$ cat config.mk
export PLATFORM = sky130hd
export DESIGN_NAME = serial_reg_front
export DESIGN_NICKNAME = d
export VERILOG_FILES = /design/src/rtl/serial_front_pkg.sv /design/src/rtl/sfr_tx_hold.sv /design/src/rtl/sfr_rx_hold.sv /design/src/rtl/sfr_ctrl_reg.sv /design/src/rtl/sfr_clk_reg.sv /design/src/rtl/serial_reg_front.sv
export SDC_FILE = /design/constraint.sdc
export NUM_CORES = 1
export LEC_CHECK = 0
export CORE_ASPECT_RATIO = 1.5
export CORE_MARGIN = 1
export CORE_UTILIZATION = 30
export DETAILED_ROUTE_END_ITERATION = 8
export GPL_ROUTABILITY_DRIVEN = 0
export PLACE_DENSITY = 0.66
export REMOVE_ABC_BUFFERS = 1
export SLEW_MARGIN = 10
export SYNTH_ARGS = -nofsm -noshare
export SYNTH_HDL_FRONTEND = slang
export SYNTH_SLANG_ARGS = --single-unit
$ cat constraint.sdc
create_clock -name clk -period 1.15 [get_ports clk]
set_input_delay 0.115 -clock clk [delete_from_list [all_inputs] [get_ports clk]]
set_output_delay 0.115 -clock clk [all_outputs]
set_load 0.02 [all_outputs]
$ cat src/rtl/serial_front_pkg.sv
package serial_front_pkg;
  localparam int BUS_W        = 32;
  localparam int BYTE_W       = 8;
  localparam int SCALE_W      = 12;
  localparam int STEP_W       = 16;
  localparam int MODE_W       = 2;

  localparam int OFS_DATA     = 'h0;
  localparam int OFS_CTRL     = 'h4;
  localparam int OFS_CLK      = 'h8;

  localparam int DAT_RXF      = 8;
  localparam int DAT_TXF      = 9;
  localparam int CTL_MODE_LO  = 2;
  localparam int CTL_TXOVR    = 7;
  localparam int CTL_RXOVR    = 8;
  localparam int CTL_OVRUN    = 12;
  localparam int CLK_SCALE_LO = 16;

  typedef struct packed {
    logic [MODE_W-1:0] mode;
    logic              tx_ovr;
    logic              rx_ovr;
    logic              overrun;
  } ctrl_t;

  function automatic logic [BUS_W-1:0] pack_data(input logic rx_full,
                                                 input logic tx_free,
                                                 input logic [BYTE_W-1:0] rx_byte);
    logic [BUS_W-1:0] v;
    v = '0;
    v[DAT_TXF] = tx_free;
    v[DAT_RXF] = rx_full;
    if (rx_full) v[BYTE_W-1:0] = rx_byte;
    return v;
  endfunction

  function automatic logic [BUS_W-1:0] pack_ctrl(input ctrl_t c);
    logic [BUS_W-1:0] v;
    v = '0;
    v[CTL_MODE_LO +: MODE_W] = c.mode;
    v[CTL_TXOVR] = c.tx_ovr;
    v[CTL_RXOVR] = c.rx_ovr;
    v[CTL_OVRUN] = c.overrun;
    return v;
  endfunction

  function automatic logic [BUS_W-1:0] pack_clk(input logic [SCALE_W-1:0] scale,
                                                input logic [STEP_W-1:0] step);
    logic [BUS_W-1:0] v;
    v = '0;
    v[CLK_SCALE_LO +: SCALE_W] = scale;
    v[STEP_W-1:0] = step;
    return v;
  endfunction
endpackage

$ cat src/rtl/sfr_tx_hold.sv
module sfr_tx_hold #(
  parameter int BYTE_W = 8
) (
  input  logic              clk,
  input  logic              rst_n,
  input  logic              load_req,
  input  logic [BYTE_W-1:0] load_byte,
  input  logic              peer_ok,
  input  logic              tx_ready,
  output logic              tx_valid,
  output logic [BYTE_W-1:0] tx_byte,
  output logic              slot_free
);
  logic              pend;
  logic [BYTE_W-1:0] hold;
  logic              accept_evt;
  logic              load_evt;

  assign tx_valid   = pend & peer_ok;
  assign accept_evt = tx_valid & tx_ready;
  assign load_evt   = load_req & ~pend;
  assign tx_byte    = hold;
  assign slot_free  = ~pend;

  always_ff @(posedge clk or negedge rst_n) begin
    if (!rst_n) begin
      pend <= 1'b0;
      hold <= '0;
    end else begin
      if (accept_evt) pend <= 1'b0;
      if (load_evt) begin
        pend <= 1'b1;
        hold <= load_byte;
      end
    end
  end

  AST_TX_FILL: assert property (@(posedge clk) disable iff (!rst_n)
    load_req && slot_free |=> !slot_free && tx_byte == $past(load_byte));
  AST_TX_NO_START: assert property (@(posedge clk) disable iff (!rst_n)
    !load_req && slot_free |=> slot_free);
  AST_TX_HOLD: assert property (@(posedge clk) disable iff (!rst_n)
    !slot_free && !accept_evt |=> !slot_free && $stable(tx_byte));
endmodule

$ cat src/rtl/sfr_rx_hold.sv
module sfr_rx_hold #(
  parameter int BYTE_W = 8
) (
  input  logic              clk,
  input  logic              rst_n,
  input  logic              rx_valid,
  input  logic [BYTE_W-1:0] rx_byte,
  input  logic              ack,
  output logic              full,
  output logic [BYTE_W-1:0] held_byte,
  output logic              overrun_evt
);
  logic [BYTE_W-1:0] hold;
  logic              busy_after_ack;
  logic              take_evt;

  assign busy_after_ack = full & ~ack;
  assign take_evt       = rx_valid & ~busy_after_ack;
  assign overrun_evt    = rx_valid & busy_after_ack;
  assign held_byte      = hold;

  always_ff @(posedge clk or negedge rst_n) begin
    if (!rst_n) begin
      full <= 1'b0;
      hold <= '0;
    end else begin
      if (ack) full <= 1'b0;
      if (take_evt) begin
        full <= 1'b1;
        hold <= rx_byte;
      end
    end
  end

  AST_RX_CAPTURE: assert property (@(posedge clk) disable iff (!rst_n)
    rx_valid && !full |=> full && held_byte == $past(rx_byte));
  AST_RX_ACK: assert property (@(posedge clk) disable iff (!rst_n)
    ack && !rx_valid |=> !full);
  AST_RX_KEEP: assert property (@(posedge clk) disable iff (!rst_n)
    full && !ack |=> full && $stable(held_byte));
endmodule

$ cat src/rtl/sfr_ctrl_reg.sv
module sfr_ctrl_reg
  import serial_front_pkg::*;
(
  input  logic             clk,
  input  logic             rst_n,
  input  logic             wr,
  input  logic [BUS_W-1:0] wdata,
  input  logic             overrun_evt,
  output ctrl_t            ctrl
);
  always_ff @(posedge clk or negedge rst_n) begin
    if (!rst_n) begin
      ctrl <= '0;
    end else begin
      if (wr) begin
        ctrl.mode   <= wdata[CTL_MODE_LO +: MODE_W];
        ctrl.tx_ovr <= wdata[CTL_TXOVR];
        ctrl.rx_ovr <= wdata[CTL_RXOVR];
        if (wdata[CTL_OVRUN]) ctrl.overrun <= 1'b0;
      end
      if (overrun_evt) ctrl.overrun <= 1'b1;
    end
  end

  AST_OVERRUN_STICKY: assert property (@(posedge clk) disable iff (!rst_n)
    ctrl.overrun && !(wr && wdata[CTL_OVRUN]) |=> ctrl.overrun);
  AST_OVERRUN_SET: assert property (@(posedge clk) disable iff (!rst_n)
    overrun_evt |=> ctrl.overrun);
endmodule

$ cat src/rtl/sfr_clk_reg.sv
module sfr_clk_reg
  import serial_front_pkg::*;
#(
  parameter int SC_W = SCALE_W,
  parameter int ST_W = STEP_W
) (
  input  logic            clk,
  input  logic            rst_n,
  input  logic            wr,
  input  logic [SC_W-1:0] scale_in,
  input  logic [ST_W-1:0] step_in,
  output logic [SC_W-1:0] scale,
  output logic [ST_W-1:0] step
);
  always_ff @(posedge clk or negedge rst_n) begin
    if (!rst_n) begin
      scale <= '0;
      step  <= '0;
    end else if (wr) begin
      scale <= scale_in;
      step  <= step_in;
    end
  end

  AST_CLK_STABLE: assert property (@(posedge clk) disable iff (!rst_n)
    !wr |=> $stable(scale) && $stable(step));
endmodule

$ cat src/rtl/serial_reg_front.sv
module serial_reg_front
  import serial_front_pkg::*;
#(
  parameter int ADDR_W = 4
) (
  input  logic               clk,
  input  logic               rst_n,
  input  logic [ADDR_W-1:0]  bus_addr,
  input  logic               bus_we,
  input  logic [BUS_W-1:0]   bus_wdata,
  output logic [BUS_W-1:0]   bus_rdata,
  output logic [BYTE_W-1:0]  txq_byte,
  output logic               txq_valid,
  input  logic               txq_ready,
  input  logic [BYTE_W-1:0]  rxq_byte,
  input  logic               rxq_valid,
  input  logic               peer_ready,
  output logic               local_ready,
  output logic [MODE_W-1:0]  link_mode,
  output logic [SCALE_W-1:0] baud_scale,
  output logic [STEP_W-1:0]  baud_step
);
  logic              hit_data, hit_ctrl, hit_clk;
  logic              wr_data, wr_ctrl, wr_clk;
  logic              tx_free, rx_full, overrun_evt;
  logic [BYTE_W-1:0] rx_held;
  ctrl_t             ctrl;
  logic              unused_wbits;

  assign hit_data = bus_addr == ADDR_W'(OFS_DATA);
  assign hit_ctrl = bus_addr == ADDR_W'(OFS_CTRL);
  assign hit_clk  = bus_addr == ADDR_W'(OFS_CLK);
  assign wr_data  = bus_we & hit_data;
  assign wr_ctrl  = bus_we & hit_ctrl;
  assign wr_clk   = bus_we & hit_clk;
  assign unused_wbits = ^bus_wdata[BUS_W-1:CLK_SCALE_LO+SCALE_W];

  sfr_tx_hold #(.BYTE_W(BYTE_W)) u_tx (
    .clk(clk), .rst_n(rst_n),
    .load_req(wr_data & bus_wdata[DAT_TXF]),
    .load_byte(bus_wdata[BYTE_W-1:0]),
    .peer_ok(peer_ready | ctrl.tx_ovr),
    .tx_ready(txq_ready), .tx_valid(txq_valid),
    .tx_byte(txq_byte), .slot_free(tx_free)
  );

  sfr_rx_hold #(.BYTE_W(BYTE_W)) u_rx (
    .clk(clk), .rst_n(rst_n),
    .rx_valid(rxq_valid), .rx_byte(rxq_byte),
    .ack(wr_data & bus_wdata[DAT_RXF]),
    .full(rx_full), .held_byte(rx_held), .overrun_evt(overrun_evt)
  );

  sfr_ctrl_reg u_ctrl (
    .clk(clk), .rst_n(rst_n), .wr(wr_ctrl), .wdata(bus_wdata),
    .overrun_evt(overrun_evt), .ctrl(ctrl)
  );

  sfr_clk_reg #(.SC_W(SCALE_W), .ST_W(STEP_W)) u_clk (
    .clk(clk), .rst_n(rst_n), .wr(wr_clk),
    .scale_in(bus_wdata[CLK_SCALE_LO +: SCALE_W]),
    .step_in(bus_wdata[STEP_W-1:0]),
    .scale(baud_scale), .step(baud_step)
  );

  assign local_ready = ~rx_full | ctrl.rx_ovr;
  assign link_mode   = ctrl.mode;

  always_comb begin
    unique case (1'b1)
      hit_data: bus_rdata = pack_data(rx_full, tx_free, rx_held);
      hit_ctrl: bus_rdata = pack_ctrl(ctrl);
      hit_clk:  bus_rdata = pack_clk(baud_scale, baud_step);
      default:  bus_rdata = '0;
    endcase
  end

  AST_TX_GATED: assert property (@(posedge clk) disable iff (!rst_n)
    txq_valid |-> (peer_ready || ctrl.tx_ovr) && !tx_free);
  AST_RX_OVERRIDE: assert property (@(posedge clk) disable iff (!rst_n)
    ctrl.rx_ovr |-> local_ready);
  AST_UNMAPPED_ZERO: assert property (@(posedge clk) disable iff (!rst_n)
    !(hit_data || hit_ctrl || hit_clk) |-> bus_rdata == '0);
  AST_MODE_OUT: assert property (@(posedge clk) disable iff (!rst_n)
    wr_ctrl |=> link_mode == $past(bus_wdata[CTL_MODE_LO +: MODE_W]));
endmodule

Word level (Yosys, flattened, before mapping)
Index checks and enable logic that the tools add are counted.
{ "totals": {"regBits": 51, "latch_bits": 0, "ram_bits": 0, "romBits": 0, "in_bits": 50, "out_inout_bits": 72, "wordCells": 44, "memories": 0} }
{ "classes": {"addsub": 0, "mul": 0, "n_div": 0, "order_cmp": 0, "n_eq_ne": 2, "shift": 0, "mux": 9, "bitwise_logic": 17, "reduce_logical": 6} }
{ "ops": {"columns": ["operator", "count"], "rows": [
  ["$pmux W28 S3", 1],
  ["$and A1 B1 Y1", 11],
  ["$mux W8", 1],
  ["$reduce_bool A2 Y1", 4],
  ["$mux W1", 7],
  ["$eq A4 B3 Y1 const B", 1],
  ["$eq A4 B4 Y1 const B", 1],
  ["$logic_not A4 Y1", 1],
  ["$not A1 Y1", 4],
  ["$or A1 B1 Y1", 2],
  ["$reduce_and A2 Y1", 1]
]} }

Depth between registers and ports, before layout
Gate-level depths: netlist of the first run.
{ "logic_depth": {"word_depth": 8, "mapped_depth": 5, "depth_no_buf": 3} }

Cells and area by module
From an unflattened synthesis of the first run, not the netlist that was laid out.
{ "unflattened": {"cells_unflattened": 168, "hier_area_um2": 2488.6} }
{ "by_module_without_submodules": {"columns": ["mod", "n_inst", "cells_per_inst", "area_per_inst_um2", "seq_area_each_um2"], "rows": [
  ["sfr_clk_reg", 1, 59, 1142.3, 700.7],
  ["serial_reg_front", 1, 53, 399.1, 0.0],
  ["sfr_tx_hold", 1, 23, 384.1, 225.2],
  ["sfr_rx_hold", 1, 22, 381.6, 225.2],
  ["sfr_ctrl_reg", 1, 11, 181.4, 125.1]
]} }

Worst setup path before layout of the first run
Ideal clock, no wire load.
{ "synth_path": {"path_kind": "input to register", "start": "in bus_addr[3]", "end": "reg u_tx.hold[0], in the netlist u_tx.tx_byte[0]", "setup_time_ns": 0.125, "t_arrival_ns": 1.190, "slack_ns": -0.165, "stages": 4, "n_path_buf": 1, "path_cell_list": "nor4_2 > and4b_1 > buf_4 > mux2_2"} }
{ "synth_via": {"elab_chain_len": 4} }
{ "synth_lines": {"columns": ["element", "line_no", "rtl"], "rows": [
  ["start: declaration", "serial_reg_front.sv:8", "input logic [ADDR_W-1:0] bus_addr,"],
  ["$logic_not A4 Y1", "serial_reg_front.sv:30", "assign hit_data = bus_addr == ADDR_W'(OFS_DATA);"],
  ["$and A1 B1 Y1", "serial_reg_front.sv:33", "assign wr_data = bus_we & hit_data;"],
  ["$and A1 B1 Y1", "serial_reg_front.sv:40", ".load_req(wr_data & bus_wdata[DAT_TXF]),"],
  ["$and A1 B1 Y1", "sfr_tx_hold.sv:21", "assign load_evt = load_req & ~pend;"],
  ["end signal: assignment", "sfr_tx_hold.sv:33", "hold <= load_byte;"],
  ["end: declaration", "sfr_tx_hold.sv:15", "logic [BYTE_W-1:0] hold;"]
]} }
Every way passes these cells.
A chain may end at the register's enable or synchronous reset.

Final worst setup path of the first run
{ "layout_path": {"start": "reg u_rx.full", "end": "out bus_rdata[8]"} }
{ "layout_via": {"elab_chain_len": 1} }
{ "layout_lines": {"columns": ["element", "line_no", "rtl"], "rows": [
  ["start: declaration", "sfr_rx_hold.sv:9", "output logic full,"],
  ["start signal: assignment", "sfr_rx_hold.sv:24", "full <= 1'b0;"],
  ["start signal: assignment", "sfr_rx_hold.sv:27", "if (ack) full <= 1'b0;"],
  ["start signal: assignment", "sfr_rx_hold.sv:29", "full <= 1'b1;"],
  ["$pmux W28 S3", "serial_reg_front.sv:70", "unique case (1'b1)"],
  ["end: declaration", "serial_reg_front.sv:11", "output logic [BUS_W-1:0] bus_rdata,"]
]} }
Every way passes these cells.

==> results.tsv, run 1 <==
metric	value	unit
status	finished, violations left	
violated checks	negative setup slack	
WP data arrival	1.24	ns
largest area contributor in the netlist	dfrtp_1	
CTS max path bufs	2	
post-route ant nets	0	
Tot Pwr	6.20	mW
largest net degree at the start of global routing	28	
fin crit period	1.36	ns
RSZ-0062 raised after global routing	yes	
maximum vdd drop	577	uV
Clock transition at path regs	0.07	ns
num rows	39	
Most used DFF post-synth	dfrtp_1	
synthesis-to-layout area growth	82.1	%
Max FO, Critical Path	6	
Seq. cell area	0.00128	sq mm
met3 wire len	328	um
syn_area_per_cell	13.2	sq um
xor/xnor cell area share of the yosys netlist	0	%
first-pass GRT wire length	10.3	mm
Core Area	0.00766	sq mm
DRC violations left	0	
final cycle utilization of the critical path	118	%
initial antenna violation count	0	
Clk Latency, worst-skew pair	0.29	ns
Antenna diodes	0	
number of synthesized flops with an enable pin	0	
Hold Path Class	in -> reg	
area taken by multi-input logic gates	0.00114	sq mm
synthesized flop and latch total	51	
mux cell area share after synthesis	18.9	%
Async S/R FF share, synth	100	%
Seq/Total Area, Yosys	53.6	%
share of cells above drive strength 1	51.3	%
die width	74.7	um
CTS Buf Count	5	
most common cell in the synthesized netlist	dfrtp_1	
CTS tree	built	
final hold vios	0	
vias in the first global route	2064	
f_max	0.737	GHz
Clock Skew	0.00203	ns
Worst Setup End Kind	output pin	
IO Count	122	
wire length on met1	2.86	mm
largest family of logic cells by synthesized area	multiplexers	
met2 wire len	3.96	mm
starting density of the core	31.1	%
CTS Root Buffer Type	clkbuf_16	
critical path class	reg -> out	
Startpoint Class	flop	
most common library cells after synthesis	dfrtp_1 (51), mux2_2 (40), and2_1 (17)	
H-tree Lvls	2	
Synth Warn #	0	
post-synthesis simple-gate area fraction	11.1	%
DR WL/cell	16.4	um
Synth Area in Compound Gates	12.0	%
top layer in use	met4	
Max Cap Viol	0	
HPWL Detailed	4.75	mm
Vias	2074	
Die ar.	0.00830	sq mm
Mapped Area	0.00238	sq mm
NumNets Final	388	
post-synthesis cell type count	34	
post-synthesis cell count	181	
fill cell count	683	
Yosys top cell area share	53.6	%
max-slew violation count	0	
Iteration-0 DRC Markers	42	
TritonCTS Sinks	51	
final setup fails	47	
Leak Pwr	2.11	nW
routed vias/inst	4.70	
Synth area leaders	dfrtp_1 (54%), mux2_2 (19%), and2_1 (4.5%)	
setup ws final	-0.207	ns
final hold slack	0.317	ns
Port Buffers	113	
Die H	111	um
post-synthesis adder-cell area fraction	0	%
drt total wl	7.21	mm
DRT Pass-1 Iters	4	
PwrDens	1430	mW/mm^2
gr ovfl total	0	
GRT Util Overall	16.6	%
Critical Path RT	1.03	ns
cell usage in the layout (no fill, tap or decap), drive strengths merged:
cell type	count
or4	1
nand2	6
a31o	8
nor4	1
dlygate4sd2	15
o2bb2ai	1
dfrtp	51
a22oi	3
a21o	1
clkdlybuf4s50	38
a221o	1
inv	1
o21ai	4
conb	4
o21a	1
nand3	5
dlymetal6s2s	1
nor2	1
dlygate4sd3	1
buf	93
nand4b	1
bufinv	1
nor2b	1
clkdlybuf4s15	10
and2	18
o211a	8
nand4	1
clkinv	2
nand2b	2
and4b	1
bufbuf	1
clkbuf	8
a22o	6
nor4b	2
mux2	40
final timing paths:
check                                         end           start  slack (ns)  cells past startpoint
worst max-delay path                 bus_rdata[8]       u_rx.full       -0.21                      3
worst min-delay path               u_ctrl.ctrl[0]     bus_addr[3]        0.32                      5
worst max register to register    u_tx.tx_byte[3]       u_tx.pend       -0.16                      3
worst min register to register     u_ctrl.ctrl[0]  u_ctrl.ctrl[0]        0.50                      1
max in group asynchronous       u_rx.held_byte[4]           rst_n        0.51                      3
min in group asynchronous          u_clk.scale[7]           rst_n        0.35                      3
stage by stage:
| step | util, % | cell area, sq um | setup TNS, ns | setup slack (ns) | instances |
|---|---|---|---|---|---|
| final | 56.6 | 4340 | -4.72 | -0.207 | 441 |
| after CTS | 52.4 | 4020 | -9.18 | -0.342 | 435 |
| after global placement | 50.1 | 3840 | -59.66 | -1.00 | 418 |
| after floorplan | - | 2290 | -23.73 | -0.637 | 168 |
| after global routing | 56.6 | 4340 | -6.46 | -0.261 | 441 |
| after detailed placement | 50.1 | 3840 | -62.02 | -1.06 | 418 |
per-layer routing:
metal  vias up  track usage (%)
met3         5             3.27
li1        968                -
met2        74             30.3
met1      1027             19.0
met4         0             4.28
met5         -                0
cell type report:
| class | count | share of cell area [%] |
|---|---|---|
| timing repair buffer | 162 | 37.4 |
| inverter | 1 | 0.0866 |
| tap | 102 | 2.94 |
| multi-input combinational | 117 | 26.2 |
| clock inverter | 3 | 1.01 |
| sequential | 51 | 29.4 |
| clock buffer | 5 | 2.89 |
worst max-delay path, cell delays in order, from the launching register on:
cell     delay (ns)
dfrtp_1        0.38
and2_4         0.17
a221o_1        0.27
buf_6          0.14
cells by family after synthesis:
kind of cell,Yosys count
DFF,51
muxes,40
and+or+nand+nor,40
AOI/OAI and AO/OA,32
buffers and inverters,17
other,1
report_power, final:
group          internal, mW  leakage [nW]  switching [mW]
combinational          1.12          1.40           0.947
sequential             2.19         0.627           0.253
clock                  1.03        0.0838           0.666
total                  4.34          2.11            1.87
registers in the layout (all words and copies together) (netlist names):
name            count
u_rx.full           1
u_rx.held_byte      8
u_tx.pend           1
u_ctrl.ctrl         5
u_tx.tx_byte        8
u_clk.scale        12
u_clk.step         16
repair_timing:
action | 4_1_cts | 5_1_grt
hold endpoints to repair | 51 | 0
pin swaps | 5 | 30
setup buffers | 5 | 5
endpoints found under the setup margin | 119 | 82
cloned | 3 | 3
resized for setup | 265 | 86
hold buffers | 1 | 0
Note: power is estimated with default switching activity, not from simulation.
==> inputs of run 2 (changes only) <==
- PLACE_DENSITY: 0.66 -> 0.65
- SYNTH_HIERARCHICAL: default -> 1
==> run 2 against run 1 <==
The flow still finishes with violations (negative setup slack). Sequential share of layout area shrank 2.0 points. Cell area grew 7.3%. Combinational power grew 21%. Critical path type is now in -> reg. Largest cell class unchanged.
==> results.tsv, run 2 <==
metric	value	unit
Async S/R FF share, synth	100	%
Mapped Area	0.00249	sq mm
final hold slack	0.270	ns
GRT Util Overall	17.0	%
reg2reg setup slack	-0.07	ns
post-synthesis cell type count	28	
status	finished, violations left	
clock share of power	22.1	%
Most used DFF post-synth	dfrtp_1	
Largest register FFs	16	
H-tree Lvls	2	
Iteration-0 DRC Markers	54	
post-route ant nets	0	
initial antenna violation count	0	
num rows	40	
Max FO, Critical Path	7	
area taken by multi-input logic gates	0.00124	sq mm
DP Cell Count	420	
PwrDens	1380	mW/mm^2
IO Count	122	
DR WL/cell	16.0	um
f_max	0.665	GHz
Seq. cell area	0.00128	sq mm
Synth Warn #	6	
Critical Path RT	1.31	ns
Flop pwr share	38.8	%
CTS Root Buffer Type	clkbuf_16	
routed vias/inst	4.49	
gr ovfl total	0	
setup ws final	-0.353	ns
Die ar.	0.00867	sq mm
Worst Setup End Kind	flop	
HPWL Detailed	4.86	mm
final setup fails	80	
CTS tree	built	
Port Buffers	113	
met3 wire len	304	um
fin crit period	1.50	ns
worst reg2reg startpoint	u_tx/pend	
CTS max path bufs	2	
Biggest register	u_clk/step	
drt total wl	7.29	mm
DRC violations left	0	
violated checks	negative setup slack	
NumNets Final	399	
TritonCTS Sinks	51	
CTS Buf Count	5	
Die H	114	um
Core Area	0.00801	sq mm
count of non-filler cells in the finished layout	455	
Clock Skew	0.00449	ns
Reg2Reg Depth	4	
sw frac	30.1	%
final hold vios	0	
most frequent cells in the layout	dfrtp_1 (51), buf_6 (48), mux2_4 (48)	
most common cell in the synthesized netlist	dfrtp_1	
Comb power frac	39.1	%
max-slew violation count	0	
fill cell count	692	
largest area contributor in the netlist	dfrtp_1	
Setup TNS Final	-19.34	ns
Worst Setup SP	bus_addr[1]	
number of synthesized flops with an enable pin	0	
Clock transition at path regs	0.07	ns
synthesized flop and latch total	51	
Top Registers	u_clk/step: 16 flops, u_clk/scale: 12 flops	
Yosys top cell area share	51.3	%
Vias	2041	
DRT Pass-1 Iters	4	
Seq/Total Area, Yosys	51.3	%
most common library cells after synthesis	dfrtp_1 (51), mux2_4 (36), and2_1 (21)	
commonest non-fill, non-tap cell in the layout	dfrtp_1	
largest net degree at the start of global routing	23	
Clk Latency, worst-skew pair	0.28	ns
met2 wire len	4.24	mm
share of cells above drive strength 1	58.6	%
Leak Pwr	2.25	nW
vias in the first global route	2244	
final cycle utilization of the critical path	131	%
starting density of the core	31.1	%
Hold Path Class	in -> async	
sw power	1.93	mW
Max Cap Viol	0	
WP data arrival	1.66	ns
syn_area_per_cell	14.8	sq um
wire length on met1	2.69	mm
Power Internal	4.50	mW
synthesis-to-layout area growth	87.0	%
Antenna diodes	0	
first-pass GRT wire length	11.4	mm
RSZ-0062 raised after global routing	yes	
maximum vdd drop	886	uV
Synth area leaders	dfrtp_1 (51%), mux2_4 (22%), mux2_2 (5.4%)	
Startpoint Class	input pin	
critical path class	in -> reg	
top layer in use	met4	
die width	76.4	um
post-synthesis cell count	168	
Final Util	58.1	%
[run 2: cell count changes in the layout (fill, tap and decap cells not counted), moves of 3 or more]
| cell | previous run | this run |
|---|---|---|
| a31o_1 | 8 | 0 |
| buf_16 | 0 | 3 |
| o211a_1 | 8 | 0 |
| and2_4 | 18 | 21 |
| mux2_4 | 8 | 48 |
| buf_6 | 38 | 48 |
| mux2_2 | 32 | 0 |
| buf_12 | 5 | 8 |
[run 2: cells by family (layout without fill, tap and decap cells)]
family | after synthesis | count (layout) | share of synthesized area (%)
other cells | 1 | 4 | 0.151
mux | 49 | 49 | 27.6
flops | 51 | 51 | 51.3
compound gates | 12 | 12 | 3.92
simple gates | 42 | 42 | 11.7
buf+inv | 13 | 192 | 5.38
[run 2: path summary, 6_finish.rpt]
check,endpoint
min in group clk,u_tx/pend
worst min-delay path,u_tx/tx_byte[7]
worst max-delay path,u_clk/step[5]
worst min register to register,u_tx/tx_byte[4]
worst max register to register,u_tx/tx_byte[5]
max in group asynchronous,u_tx/tx_byte[5]
[run 2: metrics by stage]
step | cell area, sq um | worst slack, ns | power [mW]
CTS | 4500 | -0.314 | 6.43
global placement | 4000 | -0.981 | 4.98
global route | 4650 | -0.397 | 6.76
finish | 4650 | -0.353 | 6.43
detailed placement | 4000 | -1.03 | 5.03
floorplan | 2370 | -1.28 | 3.61
[run 2: final cells by class]
class	instances	area share [%]
Sequential cell	51	27.4
Tap cell	105	2.82
Clock buffer	6	2.77
Clock inverter	2	0.269
Inverter	2	0.161
Timing Repair Buffer	182	39.8
Multi-Input combinational cell	107	26.7
[run 2: per-layer routing]
metal | track usage, % | vias up
met1 | 18.5 | 1030
met4 | 4.62 | 0
met5 | 0 | -
met3 | 3.20 | 4
li1 | - | 939
met2 | 33.2 | 68
[run 2: what timing repair did]
item / CTS / global route
buffers inserted: 17 / 7
pin swaps: 12 / 14
hold endpoints to repair: 10 / 0
gates resized for setup: 333 / 34
hold buffers: 1 / 0
endpoints found under the setup margin: 119 / 89
cloned: 5 / 1
[run 2: power by group through the flow]
stage	Combinational [mW]	Sequential, mW	Clock, mW
finish	2.51	2.50	1.42
global route	2.66	2.55	1.55
CTS	2.46	2.48	1.49
detailed placement	2.52	2.51	0
global placement	2.48	2.50	0
floorplan	0.723	2.88	0
[run 2: critical path, stage by stage]
cell	delay, ns
buf_8	0.10
buf_6	0.11
nor4b_4	0.28
buf_4	0.17
buf_6	0.12
and2_4	0.19
buf_6	0.13
buf_12	0.13
mux2_4	0.30
==> inputs of run 3 (changes only) <==
- CORE_ASPECT_RATIO: 1.5 -> 0.8
- PLACE_DENSITY: 0.65 -> 0.66
- SYNTH_HIERARCHICAL: 1 -> default
==> run 3 against run 2 <==
The run still ends with negative setup slack left. Global-route usage up 2.7 points. Die area fell by 4.3%. Routed wire length is 5.8% higher. Clock power down 32%. Via count grew 2.4%. Utilization is 1.1 points lower. Sequential power about the same. Power shrank 15%. Clock skew grew 0.0022 ns. Combinational power fell by 20%.
==> results.tsv, run 3 (synthesis gave the netlist of run 1 again) <==
metric	value	unit
vias in the first global route	2248	
gr ovfl total	0	
num rows	28	
starting density of the core	31.6	%
max-slew violation count	0	
Startpoint Class	flop	
fin crit period	1.49	ns
f_max	0.669	GHz
routed vias/inst	4.68	
status	finished, violations left	
setup ws final	-0.345	ns
fill cell count	655	
H-tree Lvls	2	
Iteration-0 DRC Markers	74	
Max FO, Critical Path	2	
Worst Setup End Kind	output pin	
GRT Util Overall	19.7	%
DP Area	0.00384	sq mm
Clk Latency, worst-skew pair	0.30	ns
Core Area	0.00753	sq mm
Reg2Reg Depth	3	
NumNets Final	392	
DR WL/cell	17.3	um
TritonCTS Sinks	51	
CTS Buf Count	5	
DRC violations left	0	
Leak Pwr	2.08	nW
maximum vdd drop	602	uV
reg2reg setup slack	-0.19	ns
Hold Path Origin	rxq_valid	
die width	102	um
Seq. cell area	0.00128	sq mm
final hold vios	0	
reg-to-reg endpoint	u_tx.tx_byte[1]	
worst reg2reg startpoint	u_tx.pend	
DRT Pass-1 Iters	4	
CTS tree	built	
IO Count	122	
first-pass GRT wire length	12.0	mm
final instance area	0.00429	sq mm
Biggest register	u_clk.step	
Die H	81.7	um
post-route ant nets	0	
Worst Hold Path Cells	3	
Largest register FFs	16	
HPWL Detailed	4.83	mm
DP Worst Slack	-1.08	ns
critical path class	reg -> out	
final cycle utilization of the critical path	130	%
Critical Path RT	1.03	ns
Max Cap Viol	0	
drt total wl	7.72	mm
CTS max path bufs	2	
area taken by multi-input logic gates	0.00118	sq mm
Hold Path Class	in -> reg	
RSZ-0062 raised after global routing	yes	
Clock Skew	0.00666	ns
Tot Pwr	5.46	mW
count of non-filler cells in the finished layout	446	
PwrDens	1270	mW/mm^2
violated checks	negative setup slack	
most frequent cells in the layout	dfrtp_1 (51), buf_6 (47), clkdlybuf4s50_1 (38)	
share of cells above drive strength 1	57.8	%
CTS Root Buffer Type	clkbuf_8	
commonest non-fill, non-tap cell in the layout	dfrtp_1	
largest net degree at the start of global routing	52	
DP Cell Count	419	
Hold EP	u_ctrl.ctrl[0]	
Antenna diodes	0	
synthesis-to-layout area growth	80.3	%
Port Buffers	113	
initial antenna violation count	0	
final setup fails	58	
Clock transition at path regs	0.09	ns
Die ar.	0.00830	sq mm
Top Registers	u_clk.step: 16 flops, u_clk.scale: 12 flops	
WP data arrival	1.38	ns
Vias	2089	
==> run 3: changes by cell type in the layout (fill, tap and decap cells not counted), moves of 4 or more <==
cell           change
buf_2              -8
o211a_1            +8
mux2_2            +31
buf_12             -4
dlygate4sd2_1     -13
mux2_4            -39
clkbuf_2          +21
clkbuf_8           +5
clkbuf_16          -4
buf_4              -8
a31o_1             +8
==> run 3: how the worst max path moves through the flow <==
stage | startpoint | end | slack, ns
2_1_floorplan | bus_addr[1] | u_clk.scale[0] | -0.64
3_3_place_gp | bus_addr[2] | bus_rdata[4] | -1.04
3_5_place_dp | bus_addr[2] | bus_rdata[2] | -1.08
4_1_cts | u_rx.full | bus_rdata[8] | -0.34
5_1_grt | u_rx.full | bus_rdata[8] | -0.40
6_report | u_rx.full | bus_rdata[8] | -0.34
==> run 3: metrics by stage <==
stage / utilization (%) / TNS (ns) / hold slack [ns]
3_3_place_gp: 50.9 / -61.74 / 0.132
5_1_grt: 57.0 / -10.58 / 0.261
2_1_floorplan: - / -23.73 / -0.181
4_1_cts: 57.5 / -8.02 / 0.348
6_report: 57.0 / -8.92 / 0.278
3_5_place_dp: 50.9 / -62.88 / 0.137
==> run 3: repair_timing <==
action                                  CTS  global route
hold buffers                              1             0
setup buffers                            13             2
gates cloned                              7             1
pin swaps                                28            27
gates resized for setup                 337            60
hold endpoints to repair                 51             0
endpoints found under the setup margin  119            95
==> run 3: worst max-delay path, cell delays in order, from the launching register on <==
cell and delay [ns]:
dfrtp_1 0.40, and2_4 0.16, buf_6 0.11, a221o_1 0.28, buf_6 0.14
==> run 3: cell type report <==
class                           instances  area share, %
Clock buffer                            6           1.69
Inverter                                1         0.0874
Multi-Input combinational cell        117           27.5
Sequential cell                        51           29.7
Tap cell                              105           3.06
Timing Repair Buffer                  166           37.9
==> run 3: layer usage <==
metal | vias up | part of all wire (%) | global-route usage (%)
li1 | 971 | - | -
met1 | 1022 | 47 | 26.3
met2 | 83 | 45 | 30.9
met3 | 13 | 7.2 | 5.79
met4 | 0 | 1.3 | 5.65
met5 | - | 0 | 0
==> run 3: power breakdown <==
group	internal [mW]	leakage [nW]	switching, mW
combinational	1.07	1.42	0.949
sequential	2.19	0.627	0.294
clock	0.408	0.0371	0.551
